File: config.mk
export PLATFORM = sky130hd
export DESIGN_NAME = gpio_frame_port
export DESIGN_NICKNAME = d
export VERILOG_FILES = /design/src/rtl/gpio_frame_pkg.sv /design/src/rtl/gpio_pad_sync.sv /design/src/rtl/gpio_ctrl_regs.sv /design/src/rtl/gpio_frame_mux.sv /design/src/rtl/gpio_frame_port.sv
export SDC_FILE = /design/constraint.sdc
export NUM_CORES = 1
export LEC_CHECK = 0
export ABC_AREA = 1
export BUFFER_PORTS_ARGS = -buffer_cell sky130_fd_sc_hd__buf_2
export CORE_MARGIN = 3
export CORE_UTILIZATION = 38
export DETAILED_ROUTE_END_ITERATION = 7
export GPL_TIMING_DRIVEN = 0
export HOLD_SLACK_MARGIN = 0.12
export PLACE_DENSITY_LB_ADDON = 0.05
export SLEW_MARGIN = 15
export SYNTH_ARGS = -nofsm -noshare
export SYNTH_HDL_FRONTEND = slang
export SYNTH_SLANG_ARGS = --single-unit
File: constraint.sdc
create_clock -name clk -period 1 [get_ports clk]
set_input_delay 0.05 -clock clk [delete_from_list [all_inputs] [get_ports clk]]
set_output_delay 0.05 -clock clk [all_outputs]
set_load 0.03 [all_outputs]
File: src/rtl/gpio_frame_pkg.sv
package gpio_frame_pkg;

  localparam int PINS      = 8;
  localparam int WORD_W    = 16;
  localparam int OVL_BITS  = 2;
  localparam int DIRECT_BIT = 1;

  // Per-pin status: inputs report the synchronized pad, outputs the stored data.
  function automatic logic [PINS-1:0] pin_status_f(
    input logic [PINS-1:0] dir_is_in,
    input logic [PINS-1:0] pad_sync,
    input logic [PINS-1:0] data_reg
  );
    return (dir_is_in & pad_sync) | (~dir_is_in & data_reg);
  endfunction

  // Replace the low status bits of a primary ADC word when enabled.
  function automatic logic [WORD_W-1:0] overlay_f(
    input logic [WORD_W-1:0]   adc,
    input logic [OVL_BITS-1:0] st,
    input logic                en
  );
    logic [WORD_W-1:0] w;
    w = adc;
    if (en) w[OVL_BITS-1:0] = st;
    return w;
  endfunction

  function automatic logic [WORD_W-1:0] sec_pack_f(
    input logic [PINS-1:0]        st,
    input logic [WORD_W-PINS-1:0] ctrl
  );
    return {st, ctrl};
  endfunction

endpackage

File: src/rtl/gpio_pad_sync.sv
module gpio_pad_sync #(
  parameter int WIDTH  = 8,
  parameter int STAGES = 2
) (
  input  logic             clk,
  input  logic             rst_n,
  input  logic [WIDTH-1:0] d,
  output logic [WIDTH-1:0] q
);
  logic [WIDTH-1:0] stage_q [STAGES];

  genvar s;
  generate
    for (s = 0; s < STAGES; s++) begin : g_stage
      if (s == 0) begin : g_first
        always_ff @(posedge clk or negedge rst_n)
          if (!rst_n) stage_q[0] <= '0;
          else        stage_q[0] <= d;
      end else begin : g_next
        always_ff @(posedge clk or negedge rst_n)
          if (!rst_n) stage_q[s] <= '0;
          else        stage_q[s] <= stage_q[s-1];
      end
    end
  endgenerate

  assign q = stage_q[STAGES-1];
endmodule

File: src/rtl/gpio_ctrl_regs.sv
module gpio_ctrl_regs #(
  parameter int PINS       = 8,
  parameter int WORD_W     = 16,
  parameter int DIRECT_BIT = 1
) (
  input  logic              clk,
  input  logic              rst_n,
  input  logic              wr_en,
  input  logic              wr_sel,
  input  logic [PINS-1:0]   wr_data,
  input  logic              rx_valid,
  input  logic [WORD_W-1:0] rx_word,
  output logic [PINS-1:0]   dir_q,
  output logic [PINS-1:0]   data_q,
  output logic              direct_q
);
  logic dir_wr, data_wr;
  assign dir_wr  = wr_en && !wr_sel;
  assign data_wr = wr_en &&  wr_sel;

  always_ff @(posedge clk or negedge rst_n) begin
    if (!rst_n) begin
      dir_q    <= '1;
      data_q   <= '0;
      direct_q <= 1'b0;
    end else begin
      if (dir_wr)   dir_q    <= wr_data;
      if (data_wr)  data_q   <= wr_data;
      if (rx_valid) direct_q <= rx_word[DIRECT_BIT];
    end
  end
endmodule

File: src/rtl/gpio_frame_mux.sv
module gpio_frame_mux
  import gpio_frame_pkg::*;
(
  input  logic [PINS-1:0]        dir_q,
  input  logic [PINS-1:0]        data_q,
  input  logic [PINS-1:0]        pad_sync,
  input  logic                   ovl_en,
  input  logic [WORD_W-1:0]      adc_word,
  input  logic [WORD_W-PINS-1:0] ctrl_byte,
  output logic [PINS-1:0]        status,
  output logic [WORD_W-1:0]      pri_word,
  output logic [WORD_W-1:0]      sec_word
);
  always_comb begin
    status   = pin_status_f(dir_q, pad_sync, data_q);
    pri_word = overlay_f(adc_word, status[OVL_BITS-1:0], ovl_en);
    sec_word = sec_pack_f(status, ctrl_byte);
  end
endmodule

File: src/rtl/gpio_frame_port.sv
module gpio_frame_port
  import gpio_frame_pkg::*;
#(
  parameter int SYNC_STAGES = 2
) (
  input  logic        clk,
  input  logic        rst_n,
  input  logic        cfg_wr_en,
  input  logic        cfg_wr_sel,
  input  logic [7:0]  cfg_wr_data,
  input  logic        ovl_en,
  input  logic        pri_rx_valid,
  input  logic [15:0] pri_rx_word,
  input  logic [15:0] pri_adc_word,
  input  logic [7:0]  sec_ctrl_byte,
  input  logic [7:0]  pad_in,
  output logic [7:0]  pad_out,
  output logic [7:0]  pad_oe,
  output logic        direct_out,
  output logic [15:0] pri_tx_word,
  output logic [15:0] sec_tx_word
);
  logic [PINS-1:0] dir_q, data_q, pad_sync, pin_status;

  gpio_pad_sync #(.WIDTH(PINS), .STAGES(SYNC_STAGES)) u_sync (
    .clk(clk), .rst_n(rst_n), .d(pad_in), .q(pad_sync)
  );

  gpio_ctrl_regs #(.PINS(PINS), .WORD_W(WORD_W), .DIRECT_BIT(DIRECT_BIT)) u_regs (
    .clk(clk), .rst_n(rst_n),
    .wr_en(cfg_wr_en), .wr_sel(cfg_wr_sel), .wr_data(cfg_wr_data),
    .rx_valid(pri_rx_valid), .rx_word(pri_rx_word),
    .dir_q(dir_q), .data_q(data_q), .direct_q(direct_out)
  );

  gpio_frame_mux u_mux (
    .dir_q(dir_q), .data_q(data_q), .pad_sync(pad_sync),
    .ovl_en(ovl_en), .adc_word(pri_adc_word), .ctrl_byte(sec_ctrl_byte),
    .status(pin_status), .pri_word(pri_tx_word), .sec_word(sec_tx_word)
  );

  assign pad_oe  = ~dir_q;
  assign pad_out = data_q;
endmodule

== Word level (Yosys, flattened, before mapping) ==
Cells that the tools add are included.

* Reductions and logical operators: 3
* Bitwise gates (word level): 4
* Mux-type cells: 1

{| class="wikitable"
|+ Operators by type and width
! operator !! number
|-
| 8-bit bitwise AND || 2
|-
| 8-bit NOT || 1
|-
| 8-bit bitwise OR || 1
|-
| 1-bit logical AND || 2
|-
| 2-bit 2-to-1 mux || 1
|-
| 1-bit zero test || 1
|}

* Register bits after elaboration: 33

== Depth between registers and ports, before layout ==
* Depth after elaboration: 4
* Depth in mapped cells: 5
* Mapped depth without buffers: 4

== Hierarchy ==
A second synthesis with hierarchy kept.

* Cell total of the unflattened synthesis: 173
* Area total of the unflattened synthesis: 1580.3 µm²

{| class="wikitable"
|+ By module, submodules not included
! module !! area an instance (µm²) !! instances !! cells an instance
|-
| gpio_ctrl_regs || 710.7 || 1 || 74
|-
| gpio_pad_sync || 460.4 || 1 || 24
|-
| gpio_frame_mux || 379.1 || 1 || 67
|-
| gpio_frame_port || 30.0 || 1 || 8
|}

== Worst setup path after synthesis ==
Ideal clock, no wire load.

* Path type: register -> output
* Start: reg u_regs.dir_q[1]
* End: out sec_tx_word[9]
* Cell stages (with the launch flop): 4
* Arrival: 1.058 ns
* Data required time: 0.950 ns
* Path buffers: 0
* Setup slack: -0.108 ns
* Path through: dfstp_2 inv_1 nand2_1 and2_1

* Cells in the longest elaborated chain, start to end: 3
* Elaborated cells between the ends (all ways): 4
* Classes of those cells: bitwise: 4

{| class="wikitable"
|+ RTL lines
! item !! line !! RTL
|-
| start: declaration || gpio_ctrl_regs.sv:13 || <nowiki>output logic [PINS-1:0] dir_q,</nowiki>
|-
| start signal: assignment || gpio_ctrl_regs.sv:27 || <nowiki>if (dir_wr) dir_q <= wr_data;</nowiki>
|-
| 8-bit NOT || - ||
|-
| named net pad_oe[1] || gpio_frame_port.sv:18 || <nowiki>output logic [7:0] pad_oe,</nowiki>
|-
| 8-bit bitwise AND || gpio_frame_pkg.sv:14 || <nowiki>return (dir_is_in & pad_sync) | (~dir_is_in & data_reg);</nowiki>
|-
| 8-bit bitwise OR || gpio_frame_pkg.sv:14 ||
|-
| end: declaration || gpio_frame_port.sv:21 || <nowiki>output logic [15:0] sec_tx_word</nowiki>
|}

The timed path passes the listed nets, and every way through them passes these cells.

== Worst setup path in the final report ==
* Start: reg u_regs.dir_q[1]
* End: out sec_tx_word[9]

* Cells in the longest elaborated chain, start to end: 3
* Elaborated cells between the ends (all ways): 4
* Classes of those cells: bitwise: 4

{| class="wikitable"
|+ RTL lines
! item !! line
|-
| 8-bit NOT || gpio_frame_pkg.sv:14
|-
| 8-bit bitwise AND || gpio_frame_pkg.sv:14
|-
| 8-bit bitwise OR (*) || gpio_frame_pkg.sv:14
|}

Every way passes the cells marked *; elsewhere a longest branch is shown, timed or not.

==> flow_metrics.py <==
metrics = {
    "global_route": {
        "number_of_antenna_violations_at_the_first_check_in_global_routing": 0,
        "use_met2": 0.271,
        "grtUsageMet1": 0.154,
        "grt-busiest-layer": "met2",
        "grt_max_degree": 34,
        "grt_pass1_wl_um": 4890,
        "grtUsageMet3": 0.0641,
        "grt_remaining_overflow": 0,
        "globalRouteTotalUtil": 0.151,
        "grt_pass1_vias": 1187,
    },
    "clocking": {
        "tritoncts.num_buffers": 5,
        "cts_tree": "yes",
        "cts_num_sinks": 33,
        "clk_latency_ns": 0.28,
        "clockRootBuffer": "clkbuf_8",
        "maximum_root_to_sink_buffer_count": 2,
        "cts-htree-levels": 2,
        "path_clk_slew_ns": 0.06,
    },
    "synthesis": {
        "post_synth_most_frequent_cells": "43 x nand2_1, 25 x dfrtp_1, 22 x buf_4, 22 x inv_1, 16 x o21ai_1",
        "synth_largest_type_area_fraction": 0.450,
        "syn_inst": 146,
        "asyncSetResetFlopFracSynth": 1.00,
        "yosys-top-cells-area": "dfrtp_1 45%, dfstp_2 15%, buf_4 12%, nand2_1 12%, inv_1 5.9%",
        "netlist_area_um2": 1390,
        "synth-warning-count": 0,
        "ys_ff_latch": 33,
        "synth.avg_cell_area_um2": 9.53,
        "count_of_flip_flops_with_a_built_in_enable_after_synthesis": 0,
        "synthMostInstantiatedCell": "nand2_1",
        "netlist.top_cell.by_area": "dfrtp_1",
        "synth_nets": 208,
        "ys.flop_type": "dfrtp_1",
        "synth_cell_types": 12,
        "synth_sequential_area_ratio": 0.601,
    },
    "sta": {
        "drv_slew": 0,
        "tightest_slew_ns": 0.686,
        "tightest_slew_margin_relative_to_the_limit": 0.543,
        "tns_ns": -2.63,
        "period_minus_slack_ns": 1.25,
        "worst_slack_ns": -0.245,
        "final_hold_viol_count": 0,
        "finalSetupViolations": 18,
        "period_share": 1.25,
        "fmax_mhz": 803,
        "fin_worst_skew_ns": 0.00138,
        "rsz0062_at_grt": "yes",
    },
    "floorplan": {
        "die_width_um": 66.5,
        "start_util": 0.404,
        "die_h_um": 66.5,
        "coreArea_um2": 3440,
        "standard_cell_row_count": 21,
        "die_area_um2": 4420,
        "ports_placed_on_the_boundary": 111,
    },
    "final_layout": {
        "n_antenna_cell": 0,
        "area.growth.synth_to_final_pct": 63.0,
        "num-fill-cells": 269,
        "postLayoutCoreUtil": 0.659,
        "drive_gt1_frac": 0.550,
        "finish.net_count": 310,
        "final_cells": 295,
        "fin_area_um2": 2270,
    },
    "worst_setup_path": {
        "worstPathRequired_ns": 0.95,
        "cp.arrival_ns": 1.20,
        "critPathCaptureType": "primary output",
        "setup.worst_path.class": "reg2out",
        "critPathLaunchType": "flip-flop",
        "cp_max_fo": 3,
        "r2r_setup_slack_ns": 0.25,
    },
    "route": {
        "drt-pass1-iter-count": 4,
        "ant_nets": 0,
        "post-route-drc-count": 0,
        "detail_route.wl_per_cell_um": 10.9,
        "detail_route.vias_per_cell": 4.21,
        "dr.first_iter.drc_count": 27,
        "postRouteWirelength_um": 3210,
        "num_vias": 1242,
    },
    "placement": {
        "io_buffers": 73,
        "place_area_um2": 1820,
        "place_hpwl_um": 2190,
        "placed_cells": 265,
        "gpl.final_weighted_congestion": 0.640,
        "preCtsSetupSlack_ns": -0.0165,
    },
    "run_status": {
        "outcome": "finished, violations left",
        "failed_checks": "negative setup slack",
    },
    "pwr": {
        "leakage_power_summed_over_all_cells_nw": 1.23,
        "power_density_nw_per_um2": 1670,
        "irDropWorstVdd_uv": 1200,
    },
    "job": {
        "cap_violations": 0,
    },
    "min_path": {
        "worstHoldPathType": "in2reg",
    },
}
metal layers:
layer / vias up / routed length (µm)
met5: - / 0
met2: 71 / 1680
met3: 4 / 365
met4: 0 / 30
met1: 551 / 1140
li1: 616 / -
what timing repair did:
action                                  4_1_cts  5_1_grt
endpoints found under the setup margin       18       18
setup buffers                                 0        3
hold buffers                                 19        0
resized for setup                            48        7
pin swaps                                     7        9
cloned                                        0        0
hold endpoints to repair                     50        0
cell families after synthesis:
logic type	share of synthesized area
and+or+nand+nor	0.141
buffers and inverters	0.197
AOI/OAI and AO/OA	0.0611
DFF	0.601
cells in the final DEF (no fill, tap or decap):
master	n
clkbuf_1	2
buf_4	24
o21ai_0	1
nand3_2	2
nand2_2	10
nand2_1	35
buf_6	21
inv_1	14
dfstp_2	8
o21ai_1	16
dfrtp_1	25
clkbuf_8	6
buf_2	55
dlygate4sd3_1	19
inv_2	9
and2_4	2
path summary, 6_finish.rpt:
| path | startpoint | end | depth (start not counted) |
|---|---|---|---|
| hold / removal | cfg_wr_en | u_regs.dir_q[7] | 4 |
| hold reg to reg | u_sync.stage_q[11] | u_sync.q[3] | 0 |
| setup reg to reg | u_regs.dir_q[0] | u_regs.dir_q[0] | 2 |
| setup / recovery | u_regs.dir_q[1] | sec_tx_word[9] | 4 |
| min in group asynchronous | rst_n | u_sync.stage_q[9] | 2 |
| max in group asynchronous | rst_n | u_sync.stage_q[15] | 2 |
final cells by class:
class                      count  area (µm²)  share of cell area
multi-input combinational     66         317               0.140
timing repair buffer          95         694               0.306
inverter                      23        86.3              0.0381
clock buffer                   8        90.1              0.0397
sequential                    33         836               0.368
tap                           46        57.6              0.0254
buffer                        24         188              0.0827
flip-flops by register name, summed over array words and instances (netlist names):
name             count
u_regs.direct_q      1
u_sync.stage_q       8
u_regs.data_q        8
u_sync.q             8
u_regs.dir_q         8
report_power, final:
part	total [mW]	switching (mW)	internal, mW
Clock	0.981	0.421	0.560
Sequential	1.57	0.0832	1.49
Combinational	1.23	0.705	0.529
stage by stage:
| step | hold WS (ns) | total power [mW] |
|---|---|---|
| 3_5_place_dp | 0.129 | 2.56 |
| 4_1_cts | 0.155 | 3.79 |
| 6_report | 0.158 | 3.78 |
| 2_1_floorplan | -0.246 | 2.25 |
| 5_1_grt | 0.172 | 4.00 |
| 3_3_place_gp | 0.121 | 2.54 |
worst max-delay path, cell delays in order, from the launching register on:
cell and delay (ns):
dfstp_2 0.56, inv_2 0.04, nand2_2 0.07, and2_4 0.13
buf_6 0.12
No activity file was read; power rests on OpenSTA's default activity.
